File: src/rtl/spi_port_pkg.sv
package spi_port_pkg;

  typedef struct packed {
    logic       master;
    logic       cpol;
    logic       cpha;
    logic [1:0] rate;
  } spi_cfg_t;

  localparam int CFG_W  = 5;
  localparam int STAT_W = 8;

  localparam logic REG_DATA = 1'b0;
  localparam logic REG_CTRL = 1'b1;

  function automatic int max4(input int a, input int b, input int c, input int d);
    int m;
    m = a;
    if (b > m) m = b;
    if (c > m) m = c;
    if (d > m) m = d;
    return m;
  endfunction

endpackage

File: src/rtl/spi_sck_gen.sv
module spi_sck_gen
  import spi_port_pkg::*;
#(
  parameter int DIV0 = 6,
  parameter int DIV1 = 12,
  parameter int DIV2 = 24,
  parameter int DIV3 = 192
) (
  input  logic       clk,
  input  logic       rst,
  input  logic       ce,
  input  logic       run,
  input  logic       cpol,
  input  logic [1:0] rate,
  output logic       sck,
  output logic       lead,
  output logic       trail
);

  localparam int HMAX  = max4(DIV0 / 2, DIV1 / 2, DIV2 / 2, DIV3 / 2);
  localparam int CNT_W = (HMAX > 2) ? $clog2(HMAX) : 1;
  localparam int HALF [4] = '{DIV0 / 2, DIV1 / 2, DIV2 / 2, DIV3 / 2};

  logic [CNT_W-1:0] hc;
  logic [CNT_W-1:0] lim;
  logic             tick;

  always_comb lim = CNT_W'(HALF[rate] - 1);

  assign tick  = run & ce & (hc == lim);
  assign lead  = tick & (sck == cpol);
  assign trail = tick & (sck != cpol);

  always_ff @(posedge clk) begin
    if (rst) begin
      hc  <= '0;
      sck <= 1'b0;
    end else if (!run) begin
      hc  <= '0;
      sck <= cpol;
    end else if (ce) begin
      if (hc == lim) begin
        hc  <= '0;
        sck <= ~sck;
      end else begin
        hc <= hc + 1'b1;
      end
    end
  end

endmodule

File: src/rtl/spi_slave_front.sv
module spi_slave_front (
  input  logic clk,
  input  logic rst,
  input  logic ce,
  input  logic cpol,
  input  logic sck_i,
  input  logic ss_n_i,
  input  logic mosi_i,
  output logic active,
  output logic lead,
  output logic trail,
  output logic din
);

  logic sck_a, sck_b, ss_a, mosi_a;
  logic edge_seen;

  always_ff @(posedge clk) begin
    if (rst) begin
      sck_a  <= 1'b0;
      sck_b  <= 1'b0;
      ss_a   <= 1'b1;
      mosi_a <= 1'b0;
    end else if (ce) begin
      sck_a  <= sck_i;
      sck_b  <= sck_a;
      ss_a   <= ss_n_i;
      mosi_a <= mosi_i;
    end
  end

  assign active    = ~ss_a;
  assign edge_seen = ce & active & (sck_a ^ sck_b);
  assign lead      = edge_seen & (sck_a != cpol);
  assign trail     = edge_seen & (sck_a == cpol);
  assign din       = mosi_a;

endmodule

File: src/rtl/spi_shift_core.sv
module spi_shift_core #(
  parameter int W = 8
) (
  input  logic         clk,
  input  logic         rst,
  input  logic         load,
  input  logic [W-1:0] load_val,
  input  logic         cpha,
  input  logic         lead,
  input  logic         trail,
  input  logic         din,
  output logic         dout,
  output logic         done,
  output logic [W-1:0] rx_byte
);

  localparam int CW = $clog2(W);

  logic [W-1:0]  txsh, rxsh;
  logic [CW-1:0] cnt;
  logic          launch, samp;

  assign launch  = cpha ? lead : trail;
  assign samp    = cpha ? trail : lead;
  assign done    = trail & (cnt == CW'(W - 1));
  assign rx_byte = samp ? {rxsh[W-2:0], din} : rxsh;

  always_ff @(posedge clk) begin
    if (rst) begin
      txsh <= '0;
      rxsh <= '0;
      cnt  <= '0;
      dout <= 1'b0;
    end else if (load) begin
      txsh <= cpha ? load_val : (load_val << 1);
      rxsh <= '0;
      cnt  <= '0;
      dout <= load_val[W-1];
    end else begin
      if (samp)   rxsh <= {rxsh[W-2:0], din};
      if (launch) begin
        dout <= txsh[W-1];
        txsh <= txsh << 1;
      end
      if (trail)  cnt <= cnt + 1'b1;
    end
  end

endmodule

File: src/rtl/spi_port.sv
module spi_port
  import spi_port_pkg::*;
#(
  parameter int DATA_W = 8,
  parameter int DIV0   = 6,
  parameter int DIV1   = 12,
  parameter int DIV2   = 24,
  parameter int DIV3   = 192
) (
  input  logic              clk,
  input  logic              rst,
  input  logic              ce,
  input  logic              reg_wr,
  input  logic              reg_rd,
  input  logic              reg_addr,
  input  logic [DATA_W-1:0] reg_wdata,
  output logic [DATA_W-1:0] reg_rdata,
  output logic              irq,
  output logic              sck_o,
  output logic              sck_oe,
  input  logic              sck_i,
  output logic              mosi_o,
  output logic              mosi_oe,
  input  logic              mosi_i,
  output logic              miso_o,
  output logic              miso_oe,
  input  logic              miso_i,
  input  logic              ss_n_i
);

  spi_cfg_t          cfg_q;
  logic              busy_q, done_q, irq_q;
  logic [DATA_W-1:0] pre_q, rx_q, rdata_q;
  logic [DATA_W-1:0] status;

  logic wr_data, wr_ctrl, rd_data, m_start;
  logic g_sck, g_lead, g_trail;
  logic s_active, s_lead, s_trail, s_din;
  logic c_load, c_lead, c_trail, c_din, c_dout, c_done;
  logic [DATA_W-1:0] c_load_val, c_rx;

  assign wr_data = reg_wr & (reg_addr == REG_DATA);
  assign wr_ctrl = reg_wr & (reg_addr == REG_CTRL);
  assign rd_data = reg_rd & (reg_addr == REG_DATA);
  assign m_start = wr_data & cfg_q.master & ~busy_q;

  assign status = DATA_W'({done_q, busy_q, 1'b0, cfg_q});

  spi_sck_gen #(
    .DIV0(DIV0), .DIV1(DIV1), .DIV2(DIV2), .DIV3(DIV3)
  ) u_gen (
    .clk   (clk),
    .rst   (rst),
    .ce    (ce),
    .run   (busy_q),
    .cpol  (cfg_q.cpol),
    .rate  (cfg_q.rate),
    .sck   (g_sck),
    .lead  (g_lead),
    .trail (g_trail)
  );

  spi_slave_front u_front (
    .clk    (clk),
    .rst    (rst),
    .ce     (ce),
    .cpol   (cfg_q.cpol),
    .sck_i  (sck_i),
    .ss_n_i (ss_n_i),
    .mosi_i (mosi_i),
    .active (s_active),
    .lead   (s_lead),
    .trail  (s_trail),
    .din    (s_din)
  );

  always_comb begin
    if (cfg_q.master) begin
      c_load     = m_start;
      c_load_val = reg_wdata;
      c_lead     = g_lead;
      c_trail    = g_trail;
      c_din      = miso_i;
    end else begin
      c_load     = ~s_active | c_done;
      c_load_val = pre_q;
      c_lead     = s_lead;
      c_trail    = s_trail;
      c_din      = s_din;
    end
  end

  spi_shift_core #(.W(DATA_W)) u_core (
    .clk      (clk),
    .rst      (rst),
    .load     (c_load),
    .load_val (c_load_val),
    .cpha     (cfg_q.cpha),
    .lead     (c_lead),
    .trail    (c_trail),
    .din      (c_din),
    .dout     (c_dout),
    .done     (c_done),
    .rx_byte  (c_rx)
  );

  always_ff @(posedge clk) begin
    if (rst) begin
      cfg_q   <= '0;
      pre_q   <= '0;
      busy_q  <= 1'b0;
      done_q  <= 1'b0;
      irq_q   <= 1'b0;
      rx_q    <= '0;
      rdata_q <= '0;
    end else begin
      if (wr_ctrl && !busy_q) cfg_q <= reg_wdata[CFG_W-1:0];
      if (wr_data && !busy_q) pre_q <= reg_wdata;
      if (m_start)                     busy_q <= 1'b1;
      else if (c_done && cfg_q.master) busy_q <= 1'b0;
      if (c_done)       done_q <= 1'b1;
      else if (rd_data) done_q <= 1'b0;
      irq_q <= c_done;
      if (c_done) rx_q <= c_rx;
      if (reg_rd) rdata_q <= (reg_addr == REG_CTRL) ? status : rx_q;
    end
  end

  assign reg_rdata = rdata_q;
  assign irq       = irq_q;
  assign sck_o     = g_sck;
  assign sck_oe    = cfg_q.master;
  assign mosi_o    = c_dout;
  assign mosi_oe   = cfg_q.master;
  assign miso_o    = c_dout;
  assign miso_oe   = ~cfg_q.master & s_active;

endmodule

File: config.mk
export PLATFORM = sky130hd
export DESIGN_NAME = spi_port
export DESIGN_NICKNAME = d
export VERILOG_FILES = /design/src/rtl/spi_port_pkg.sv /design/src/rtl/spi_sck_gen.sv /design/src/rtl/spi_slave_front.sv /design/src/rtl/spi_shift_core.sv /design/src/rtl/spi_port.sv
export SDC_FILE = /design/constraint.sdc
export NUM_CORES = 1
export LEC_CHECK = 0
export ABC_AREA = 1
export BUFFER_PORTS_ARGS = -buffer_cell sky130_fd_sc_hd__buf_2
export CORE_MARGIN = 2
export CORE_UTILIZATION = 63
export DETAILED_ROUTE_END_ITERATION = 16
export GPL_TIMING_DRIVEN = 0
export HOLD_SLACK_MARGIN = 0.06
export PLACE_DENSITY = 0.95
export SLEW_MARGIN = 40
export SYNTH_ARGS = -nofsm -noshare
export SYNTH_HDL_FRONTEND = slang
export SYNTH_SLANG_ARGS = --single-unit
File: constraint.sdc
create_clock -name clk -period 3.1 [get_ports clk]
set_clock_uncertainty 0.05 [all_clocks]
set_input_delay 0.62 -clock clk [delete_from_list [all_inputs] [get_ports clk]]
set_output_delay 0.62 -clock clk [all_outputs]
set_load 0.01 [all_outputs]
==> flow_metrics.py, run 1 <==
metrics = {
    "final_layout": {
        "drive_gt1_share_pct": 15.4,
        "layout.cell_area.non_filler_mm2": 0.00354,
        "nets": 498,
        "seq_area_mm2": 0.00128,
        "most-common-layout-cells": "sky130_fd_sc_hd__nand2_1, sky130_fd_sc_hd__dfxtp_1, sky130_fd_sc_hd__inv_1, sky130_fd_sc_hd__nor2_1, sky130_fd_sc_hd__a21oi_1",
        "final_cells": 549,
        "commonest_non_fill_non_tap_cell_in_the_layout": "sky130_fd_sc_hd__nand2_1",
        "multi_input_area_mm2": 0.00150,
        "syn_to_final_growth_pct": 14.4,
        "n_antenna_cell": 0,
        "fillers": 366,
    },
    "route": {
        "drt-wirelength-per-cell_um": 13.4,
        "route.detailed.vias_per_inst": 5.51,
        "antenna_left": 0,
        "drt-total-wl_um": 7380,
        "num_vias": 3027,
        "drcViolationCount": 0,
        "firstDrtPassIters": 5,
        "initialDrtViolationCount": 341,
    },
    "power": {
        "cellLeakagePower_uw": 0.00167,
        "peakVddDrop_mv": 0.366,
        "power_density_mw_per_mm2": 529,
    },
    "logic_synthesis": {
        "syn_nets": 458,
        "seq_area_frac_synth_pct": 41.4,
        "cell_area_after_synthesis_mm2": 0.00309,
        "synth_warnings": 0,
        "async_reset_ff_share_pct": 0,
        "number_of_distinct_library_cells_after_synthesis": 33,
        "synth-edff-count": 0,
        "synth.ff_latch_count": 64,
        "syn_avg_cell_area_um2": 7.08,
        "syn_inst": 437,
        "synth_flop_cell": "sky130_fd_sc_hd__dfxtp_1",
    },
    "sta": {
        "worst_pin_slew_ns": 0.490,
        "finalCriticalPeriod_ns": 2.10,
        "max_slew_headroom_pct": 67.3,
        "finalSetupViolations": 0,
        "timing.final.max_slew_violations": 0,
        "fin_crit_sh_pct": 67.8,
        "grt_setup_unrepaired": "false",
        "hold_violations": 0,
        "totalNegativeSetupSlack_ns": 0,
        "max_freq_mhz": 475,
    },
    "setup_path": {
        "data_required_critical_path_ns": 2.43,
        "crit_arrival_ns": 1.43,
        "worst_r2r_startpoint": "cfg_q[0]$_SDFFE_PP0P_",
        "critical_path.reg2reg.endpoint": "rx_q[3]$_SDFFE_PP0P_",
        "critical-path-max-stage-delay_ns": 0.34,
        "ff2ff_path_depth": 13,
        "setup.worst_path.class": "flip-flop to output port",
        "crit_path_max_fanout": 10,
        "worstPathBufferInverterCount": 3,
        "critPathTopFamily": "buffers and inverters",
        "startpoint_type": "flip-flop",
        "r2r_setup_slack_ns": 1.06,
        "cp_cell_sequence": "buf_2 -> buf_2 -> nor2_1 -> buf_2",
        "timing.critical_path.slowest_stage_cell": "sky130_fd_sc_hd__dfxtp_1",
        "critPathMostFrequentCell": "sky130_fd_sc_hd__buf_2",
        "cp-end-kind": "output port",
    },
    "min_path": {
        "timing.hold.worst_endpoint": "pre_q[7]$_SDFFE_PP0P_",
        "worst_hold_path_type": "flip-flop to flip-flop",
        "holdCritStartpoint": "pre_q[7]$_SDFFE_PP0P_",
        "timing.hold.worst_path_depth": 2,
    },
    "cts": {
        "clock_tree.root_cell": "sky130_fd_sc_hd__clkbuf_8",
        "cts_resized": 0,
        "cts_inserted_buffers": 9,
        "cts.hold.buffers_added": 0,
        "post_cts_buffers": 0,
        "cts.sink_count": 64,
        "clkLatencyLatePin_ns": 0.35,
        "level_count_of_the_clock_h_tree": 3,
        "clkSlewWorstSetupHoldPaths_ns": 0.07,
        "cts_tree": "yes",
        "cts_buffer_depth": 2,
    },
    "die": {
        "floorplan.die.width_um": 74.1,
        "die_footprint_mm2": 0.00549,
        "cell_row_count": 25,
        "floorplan.core_area_mm2": 0.00472,
        "io-pin-count": 33,
        "die_height_um": 74.1,
        "floorplan.initialDensity_pct": 65.5,
    },
    "run": {
        "cap_violations": 0,
    },
    "global_route": {
        "gr-total-overflow": 0,
        "grt_antenna_before_repair": 0,
        "track_usage_pct": 28.4,
        "grt_pass1_wl_um": 12000,
        "vias_in_the_first_global_route": 2867,
        "grt_start_max_net_pins": 11,
    },
    "run_status": {
        "result_of_the_run": "finished clean",
    },
    "place": {
        "placedCellCount": 533,
        "globalplace.congestion": 0.817,
        "place.port_buffers": 29,
        "post-dp-hpwl_um": 5360,
        "placedInstanceArea_mm2": 0.00332,
    },
}
[sequential cells by signal (all words and copies together) (netlist names)]
register	count
u_core.dout	1
u_core.rxsh	8
u_front.ss_a	1
irq	1
cfg_q	4
reg_rdata	8
u_core.cnt	3
rx_q	8
u_front.sck_a	1
done_q	1
busy_q	1
u_front.sck_b	1
mosi_oe	1
u_gen.sck	1
u_front.din	1
u_gen.hc	7
pre_q	8
u_core.txsh	8
[final cells by class]
cell class                 instances  area share [%]
inverter                          52            5.65
timing repair buffer              29            4.10
clock buffer                      14            5.16
tap                               67            2.37
buffer                            18            3.22
clock inverter                     2           0.989
sequential                        64            36.2
multi-input combinational        303            42.3
[synthesized netlist by cell type (2+ instances only)]
cell	number	area share, %
sky130_fd_sc_hd__xor2_1	2	0.57
sky130_fd_sc_hd__ha_1	3	1.2
sky130_fd_sc_hd__inv_2	2	0.24
sky130_fd_sc_hd__nand2_4	3	1.1
sky130_fd_sc_hd__nor2_1	44	5.3
sky130_fd_sc_hd__nand3_1	34	5.5
sky130_fd_sc_hd__clkbuf_1	8	0.97
sky130_fd_sc_hd__o211ai_1	11	2.7
sky130_fd_sc_hd__nand2_1	104	13
sky130_fd_sc_hd__inv_1	49	5.9
sky130_fd_sc_hd__nand3_2	3	0.97
sky130_fd_sc_hd__buf_2	3	0.49
sky130_fd_sc_hd__o21ai_1	4	0.65
sky130_fd_sc_hd__buf_4	5	1.2
sky130_fd_sc_hd__o21ai_0	29	4.7
sky130_fd_sc_hd__a21oi_1	39	6.3
sky130_fd_sc_hd__mux2i_1	6	1.9
sky130_fd_sc_hd__nand2_2	3	0.61
sky130_fd_sc_hd__xnor2_1	2	0.57
sky130_fd_sc_hd__nor2_2	7	1.4
sky130_fd_sc_hd__dfxtp_1	64	41
[routing by layer]
layer	GRT usage, %	wire length, µm
met5	0	0
met4	14.3	254
met3	6.23	409
met2	51.1	3740
met1	31.4	2970
[logic make-up after synthesis]
| group | synth area share [%] |
|---|---|
| AOI/OAI and AO/OA | 14.8 |
| xor gates and xnor gates | 1.13 |
| adders and majority gates | 1.21 |
| buffers and inverters | 10.1 |
| DFF | 41.4 |
| muxes | 1.94 |
| and+or+nand+nor | 29.3 |
[per-stage QoR]
stage / utilization, % / total power (µW) / setup slack, ns / hold WS [ns]
3_5_place_dp: 70.4 / 1110 / 0.843 / 0.411
4_1_cts: 75.0 / 1870 / 0.990 / 0.421
3_3_place_gp: 70.4 / 1100 / 0.967 / 0.388
6_report: 75.0 / 1870 / 0.997 / 0.420
5_1_grt: 75.0 / 1940 / 0.937 / 0.439
2_1_floorplan: - / 1050 / 1.22 / 0.374
[worst register-to-register path, stage by stage, from the launching register on]
cell and delay, ns:
sky130_fd_sc_hd__dfxtp_1 0.40, sky130_fd_sc_hd__inv_1 0.12, sky130_fd_sc_hd__nand2_1 0.08, sky130_fd_sc_hd__nand2_1 0.06
sky130_fd_sc_hd__nor2_2 0.07, sky130_fd_sc_hd__nand3_1 0.10, sky130_fd_sc_hd__nor2_2 0.18, sky130_fd_sc_hd__nand3_2 0.17
sky130_fd_sc_hd__nand3_2 0.22, sky130_fd_sc_hd__nand2_2 0.16, sky130_fd_sc_hd__nand2_1 0.11, sky130_fd_sc_hd__nand3_1 0.10
sky130_fd_sc_hd__nand2_1 0.08, sky130_fd_sc_hd__inv_1 0.04
[how the worst max path moves through the flow]
stage,startpoint,to,depth (start not counted)
finish,mosi_oe$_SDFFE_PP0P_,miso_oe,4
global route,mosi_oe$_SDFFE_PP0P_,miso_oe,4
CTS,mosi_oe$_SDFFE_PP0P_,miso_oe,4
detailed placement,ce,rx_q[3]$_SDFFE_PP0P_,11
global placement,ce,rx_q[3]$_SDFFE_PP0P_,11
floorplan,reg_addr,u_core.txsh[4]$_SDFFE_PP0P_,10
[power by group]
group | switching, µW | total, µW | internal, µW
clock network | 314 | 773 | 458
logic | 148 | 226 | 78.2
registers | 20.7 | 875 | 854
total | 483 | 1870 | 1390
Note: power is estimated with default switching activity, not from simulation.
==> run 2: changes to the inputs <==
- CORE_UTILIZATION: 63 -> 58
- PLACE_DENSITY: 0.95 -> 0.89
- clock period: 3.1 -> 2.2 ns (I/O delays scaled with it)
==> run 2 against run 1 <==
Net effect:
- worst setup slack worse by 0.74 ns
- highest routed layer unchanged
- via count shrank 2.9%
- routed wire length fell by 7.4%
- utilization decreased by 5.5 points
- largest power group unchanged
- sequential share of layout area decreased by 0.28 points
- combinational power increased by 38%
- power rose by 48%
- global-route usage decreased by 3.9 points
- die area grew 8.2%
- critical endpoint is now rx_q[3]$_SDFFE_PP0P_
- flip-flop and latch count is the same
==> flow_metrics.py, run 2 (synthesis results as in run 1) <==
metrics = {
    "setup_path": {
        "setup.worst_path.class": "flip-flop to flip-flop",
        "cp_cell_sequence": "inv_1 -> nand2_1 -> nand2_1 -> nor2_2 -> nand3_1 -> nor2_2 -> nand3_2 -> nand3_2 -> nand2_2 -> nand2_1 -> nand3_1 -> nand2_1 -> inv_1",
        "crit_path_max_fanout": 9,
        "startpoint_type": "flip-flop",
        "timing.critical_path.slowest_stage_cell": "sky130_fd_sc_hd__dfxtp_1",
        "critPathMostFrequentCell": "sky130_fd_sc_hd__nand2_1",
        "crit_arrival_ns": 2.13,
        "cp-end-kind": "flip-flop",
        "worstPathBufferInverterCount": 2,
        "critical-path-max-stage-delay_ns": 0.39,
        "data_required_critical_path_ns": 2.39,
        "critPathTopFamily": "simple AND/OR/NAND/NOR gates",
    },
    "route": {
        "num_vias": 2940,
        "antenna_left": 0,
        "drt-wirelength-per-cell_um": 12.4,
        "initialDrtViolationCount": 263,
        "firstDrtPassIters": 5,
        "route.detailed.vias_per_inst": 5.35,
        "drt-total-wl_um": 6830,
        "drcViolationCount": 0,
    },
    "run_status": {
        "result_of_the_run": "finished clean",
    },
    "cts": {
        "cts_inserted_buffers": 9,
        "cts_buffer_depth": 2,
        "cts.hold.buffers_added": 0,
        "cts_resized": 0,
        "clkLatencyLatePin_ns": 0.34,
        "cts.sink_count": 64,
        "level_count_of_the_clock_h_tree": 3,
        "post_cts_buffers": 0,
        "clkSlewWorstSetupHoldPaths_ns": 0.07,
        "cts_tree": "yes",
        "clock_tree.root_cell": "sky130_fd_sc_hd__clkbuf_8",
    },
    "power": {
        "comb_power_share_pct": 11.3,
        "peakVddDrop_mv": 0.498,
        "switchingPower_uw": 657,
        "clock_power_share_pct": 44.4,
        "cellLeakagePower_uw": 0.00167,
        "power.switching_fraction_pct": 23.7,
        "cell_internal_pwr_uw": 2120,
        "power.sequential.fraction_pct": 44.4,
        "power_density_mw_per_mm2": 777,
    },
    "die": {
        "io-pin-count": 33,
        "floorplan.core_area_mm2": 0.00514,
        "die_footprint_mm2": 0.00594,
        "cell_row_count": 26,
        "die_height_um": 77.0,
        "floorplan.die.width_um": 77.0,
        "floorplan.initialDensity_pct": 60.2,
    },
    "sta": {
        "timing.final.max_slew_violations": 0,
        "max_slew_headroom_pct": 65.9,
        "worst_pin_slew_ns": 0.511,
        "max_freq_mhz": 516,
        "totalNegativeSetupSlack_ns": 0,
        "grt_setup_unrepaired": "false",
        "finalCriticalPeriod_ns": 1.94,
        "fin_crit_sh_pct": 88.2,
        "finalSetupViolations": 0,
        "hold_slack_ns": 0.278,
        "hold_violations": 0,
    },
    "place": {
        "place.port_buffers": 29,
        "post-dp-hpwl_um": 4910,
        "globalplace.congestion": 0.822,
    },
    "global_route": {
        "gr-total-overflow": 0,
        "track_usage_pct": 24.5,
        "vias_in_the_first_global_route": 2764,
        "grt_pass1_wl_um": 11700,
        "grt_start_max_net_pins": 11,
        "grt_antenna_before_repair": 0,
    },
    "final_layout": {
        "commonest_non_fill_non_tap_cell_in_the_layout": "sky130_fd_sc_hd__nand2_1",
        "syn_to_final_growth_pct": 15.3,
        "most-common-layout-cells": "sky130_fd_sc_hd__nand2_1, sky130_fd_sc_hd__dfxtp_1, sky130_fd_sc_hd__inv_1, sky130_fd_sc_hd__nor2_1, sky130_fd_sc_hd__a21oi_1",
        "drive_gt1_share_pct": 15.2,
        "nets": 498,
        "n_antenna_cell": 0,
    },
    "min_path": {
        "worst_hold_path_type": "primary input to flip-flop",
    },
    "run": {
        "cap_violations": 0,
    },
}
[run 2: cell type report]
class / count / area (µm²)
Sequential cell: 64 / 1280
Clock buffer: 11 / 151
Timing Repair Buffer: 29 / 145
Inverter: 52 / 200
Tap cell: 70 / 87.6
Multi-Input combinational cell: 303 / 1500
Buffer: 18 / 114
Clock inverter: 3 / 90.1
Fill cell: 463 / 1570
[run 2: power by group through the flow]
stage	logic, µW	registers [µW]	clock network [µW]
2_1_floorplan	219	1260	0
3_5_place_dp	306	1260	0
3_3_place_gp	301	1250	0
6_report	312	1230	1230
4_1_cts	310	1230	1240
5_1_grt	351	1240	1290
[run 2: worst reg2reg max path, cell delays in order, from the launching register on]
cell and delay, ns:
sky130_fd_sc_hd__dfxtp_1 0.39, sky130_fd_sc_hd__inv_1 0.12, sky130_fd_sc_hd__nand2_1 0.07, sky130_fd_sc_hd__nand2_1 0.05, sky130_fd_sc_hd__nor2_2 0.07, sky130_fd_sc_hd__nand3_1 0.10, sky130_fd_sc_hd__nor2_2 0.16, sky130_fd_sc_hd__nand3_2 0.15
sky130_fd_sc_hd__nand3_2 0.19, sky130_fd_sc_hd__nand2_2 0.15, sky130_fd_sc_hd__nand2_1 0.11, sky130_fd_sc_hd__nand3_1 0.11, sky130_fd_sc_hd__nand2_1 0.08, sky130_fd_sc_hd__inv_1 0.04
[run 2: stage by stage]
step	util [%]	std cells	total power (µW)	instance area, µm²	worst slack [ns]
2_1_floorplan	-	437	1470	3090	0.496
5_1_grt	69.4	550	2880	3570	0.0946
3_3_place_gp	64.7	536	1550	3330	0.244
4_1_cts	69.4	550	2780	3570	0.279
3_5_place_dp	64.7	536	1560	3330	0.194
6_report	69.4	550	2770	3570	0.260
[run 2: path summary, 6_finish.rpt]
kind	start	endpoint	slack (ns)	depth (start not counted)
max reg2reg	cfg_q[0]$_SDFFE_PP0P_	rx_q[3]$_SDFFE_PP0P_	0.26	13
min	sck_i	u_front.sck_a$_SDFFE_PP0P_	0.28	3
max	cfg_q[0]$_SDFFE_PP0P_	rx_q[3]$_SDFFE_PP0P_	0.26	13
min reg2reg	u_front.din$_SDFFE_PP0P_	u_front.din$_SDFFE_PP0P_	0.42	2
[run 2: layer usage]
metal	wire [µm]	up-vias	GRT usage (%)
li1	-	1493	-
met2	3210	93	42.4
met4	180	0	13.4
met3	340	14	3.29
met5	0	-	0
met1	3100	1340	29.4
==> run 3: changes to the inputs <==
- CORE_ASPECT_RATIO: default -> 1.2
- REMOVE_ABC_BUFFERS: default -> 1
==> run 3 against run 2 <==
Net effect:
- utilization is 4.2 points lower
- power is 11% lower
- critical path depth is 4 lower
- die area hardly changed
- non-clock buffer count is 15 lower
- hold slack worse by 0.0075 ns
- global-route usage is 0.083 points lower
- critical path type unchanged
- largest power group unchanged
- fmax is 2.9% lower
- register-to-register slack worse by 0.06 ns
==> flow_metrics.py, run 3 (synthesis results as in run 1) <==
metrics = {
    "die": {
        "floorplan.core_area_mm2": 0.00523,
        "io-pin-count": 33,
        "floorplan.initialDensity_pct": 59.2,
        "die_footprint_mm2": 0.00594,
        "cell_row_count": 29,
        "die_height_um": 84.0,
        "floorplan.die.width_um": 70.7,
    },
    "final_layout": {
        "most-common-layout-cells": "sky130_fd_sc_hd__nand2_1, sky130_fd_sc_hd__dfxtp_1, sky130_fd_sc_hd__inv_1, sky130_fd_sc_hd__nor2_1, sky130_fd_sc_hd__a21oi_1",
        "n_antenna_cell": 0,
        "nets": 483,
        "drive_gt1_share_pct": 14.6,
        "final_core_util_pct": 65.2,
        "seq_area_mm2": 0.00128,
        "fillers": 436,
        "final_cells": 529,
        "commonest_non_fill_non_tap_cell_in_the_layout": "sky130_fd_sc_hd__nand2_1",
        "syn_to_final_growth_pct": 10.1,
        "multi_input_area_mm2": 0.00150,
    },
    "route": {
        "drcViolationCount": 0,
        "route.detailed.vias_per_inst": 5.44,
        "met3_length_um": 346,
        "dr.max_layer_used": "met4",
        "antenna_left": 0,
        "drt-total-wl_um": 6760,
        "initialDrtViolationCount": 224,
        "routedLengthMet1_um": 2840,
        "num_vias": 2880,
        "routed-wl-met2_um": 3350,
        "drt-wirelength-per-cell_um": 12.8,
        "firstDrtPassIters": 5,
    },
    "setup_path": {
        "crit_arrival_ns": 2.19,
        "startpoint_type": "flip-flop",
        "critical-path-max-stage-delay_ns": 0.61,
        "data_required_critical_path_ns": 2.40,
        "timing.critical_path.slowest_stage_cell": "sky130_fd_sc_hd__dfxtp_2",
        "crit_path_max_fanout": 19,
        "cp_cell_sequence": "inv_1 -> nor2_1 -> nand3_2 -> nand3_2 -> nand2_2 -> nand2_1 -> nand3_1 -> nand2_1 -> inv_1",
        "setup.worst_path.class": "flip-flop to flip-flop",
        "cp-end-kind": "flip-flop",
    },
    "cts": {
        "clock_tree.root_cell": "sky130_fd_sc_hd__clkbuf_8",
        "cts_inserted_buffers": 9,
        "clkSlewWorstSetupHoldPaths_ns": 0.06,
        "level_count_of_the_clock_h_tree": 3,
        "cts_buffer_depth": 2,
        "cts.sink_count": 64,
        "post_cts_buffers": 0,
        "clkLatencyLatePin_ns": 0.35,
        "cts_tree": "yes",
    },
    "sta": {
        "finalCriticalPeriod_ns": 2.00,
        "grt_setup_unrepaired": "false",
        "max_freq_mhz": 501,
        "finalSetupViolations": 0,
        "max_slew_headroom_pct": 55.2,
        "timing.final.max_slew_violations": 0,
        "fin_crit_sh_pct": 90.8,
        "hold_violations": 0,
        "worst_pin_slew_ns": 0.672,
    },
    "power": {
        "power.sequential.fraction_pct": 50.6,
        "cellLeakagePower_uw": 0.00160,
        "design_power_total_uw": 2450,
        "switchingPower_uw": 660,
        "power_density_mw_per_mm2": 720,
        "power.switching_fraction_pct": 26.9,
        "comb_power_share_pct": 11.6,
        "cell_internal_pwr_uw": 1800,
        "clock_power_share_pct": 37.8,
        "peakVddDrop_mv": 0.434,
    },
    "place": {
        "globalplace.congestion": 0.855,
        "place.port_buffers": 32,
        "post-dp-hpwl_um": 4620,
        "placedCellCount": 513,
    },
    "run_status": {
        "result_of_the_run": "finished clean",
    },
    "global_route": {
        "track_usage_pct": 24.4,
        "grt_start_max_net_pins": 26,
        "gr-total-overflow": 0,
        "grt_antenna_before_repair": 0,
        "vias_in_the_first_global_route": 2662,
        "grt_pass1_wl_um": 11600,
    },
    "run": {
        "cap_violations": 0,
    },
    "min_path": {
        "worst_hold_path_type": "primary input to flip-flop",
    },
}
[run 3: cell count changes in the layout (fill, tap and decap cells not counted), moves of 3 or more]
cell | before | now
sky130_fd_sc_hd__clkbuf_1 | 8 | 1
sky130_fd_sc_hd__buf_4 | 5 | 0
sky130_fd_sc_hd__bufinv_16 | 3 | 0
sky130_fd_sc_hd__clkinv_2 | 0 | 3
[run 3: metal layers]
metal | up-vias | global-route usage (%)
li1 | 1454 | -
met1 | 1322 | 27.8
met2 | 87 | 41.8
met3 | 17 | 4.11
met4 | 0 | 15.4
met5 | - | 0
[run 3: layout make-up]
class / instances / share of cell area (%)
Clock inverter: 3 / 0.441
Clock buffer: 13 / 4.96
Inverter: 52 / 5.87
Sequential cell: 64 / 37.6
Multi-Input combinational cell: 303 / 44.1
Timing Repair Buffer: 32 / 4.70
Tap cell: 62 / 2.28
[run 3: power by group through the flow]
| stage | Sequential [µW] | Combinational [µW] | Clock, µW |
|---|---|---|---|
| after floorplan | 1260 | 181 | 0 |
| after global placement | 1260 | 272 | 0 |
| after detailed placement | 1270 | 278 | 0 |
| after CTS | 1240 | 281 | 946 |
| after global routing | 1250 | 322 | 987 |
| final | 1240 | 284 | 928 |
[run 3: final timing paths]
kind	from	to	slack, ns	depth (start not counted)
max	mosi_oe$_SDFFE_PP0P_	rx_q[1]$_SDFFE_PP0P_	0.20	9
min	sck_i	u_front.sck_a$_SDFFE_PP0P_	0.27	3
max reg2reg	mosi_oe$_SDFFE_PP0P_	rx_q[1]$_SDFFE_PP0P_	0.20	9
min reg2reg	reg_rdata[5]$_SDFFE_PP0P_	reg_rdata[5]$_SDFFE_PP0P_	0.41	2
[run 3: timing repair]
item                                    in CTS  in global routing
endpoints found under the setup margin      26                 15
pin swaps                                    0                  2
hold buffers                                 0                  0
gates resized for setup                      1                  1
[run 3: worst max-delay path: cells and delay by family (launching register included)]
| family | cells | cell delay (ns) |
|---|---|---|
| buffers and inverters | 2 | 0.26 |
| and+or+nand+nor | 7 | 0.98 |
| DFF | 1 | 0.61 |
[run 3: per-stage QoR]
step	setup TNS, ns	instance area [µm²]	hold slack, ns	setup slack (ns)
2_1_floorplan	0	2980	0.376	0.300
5_1_grt	0	3410	0.287	0.00874
3_5_place_dp	-1.66	3220	0.405	-0.113
6_report	0	3410	0.270	0.203
4_1_cts	0	3400	0.266	0.154
3_3_place_gp	-0.837	3220	0.385	-0.0668
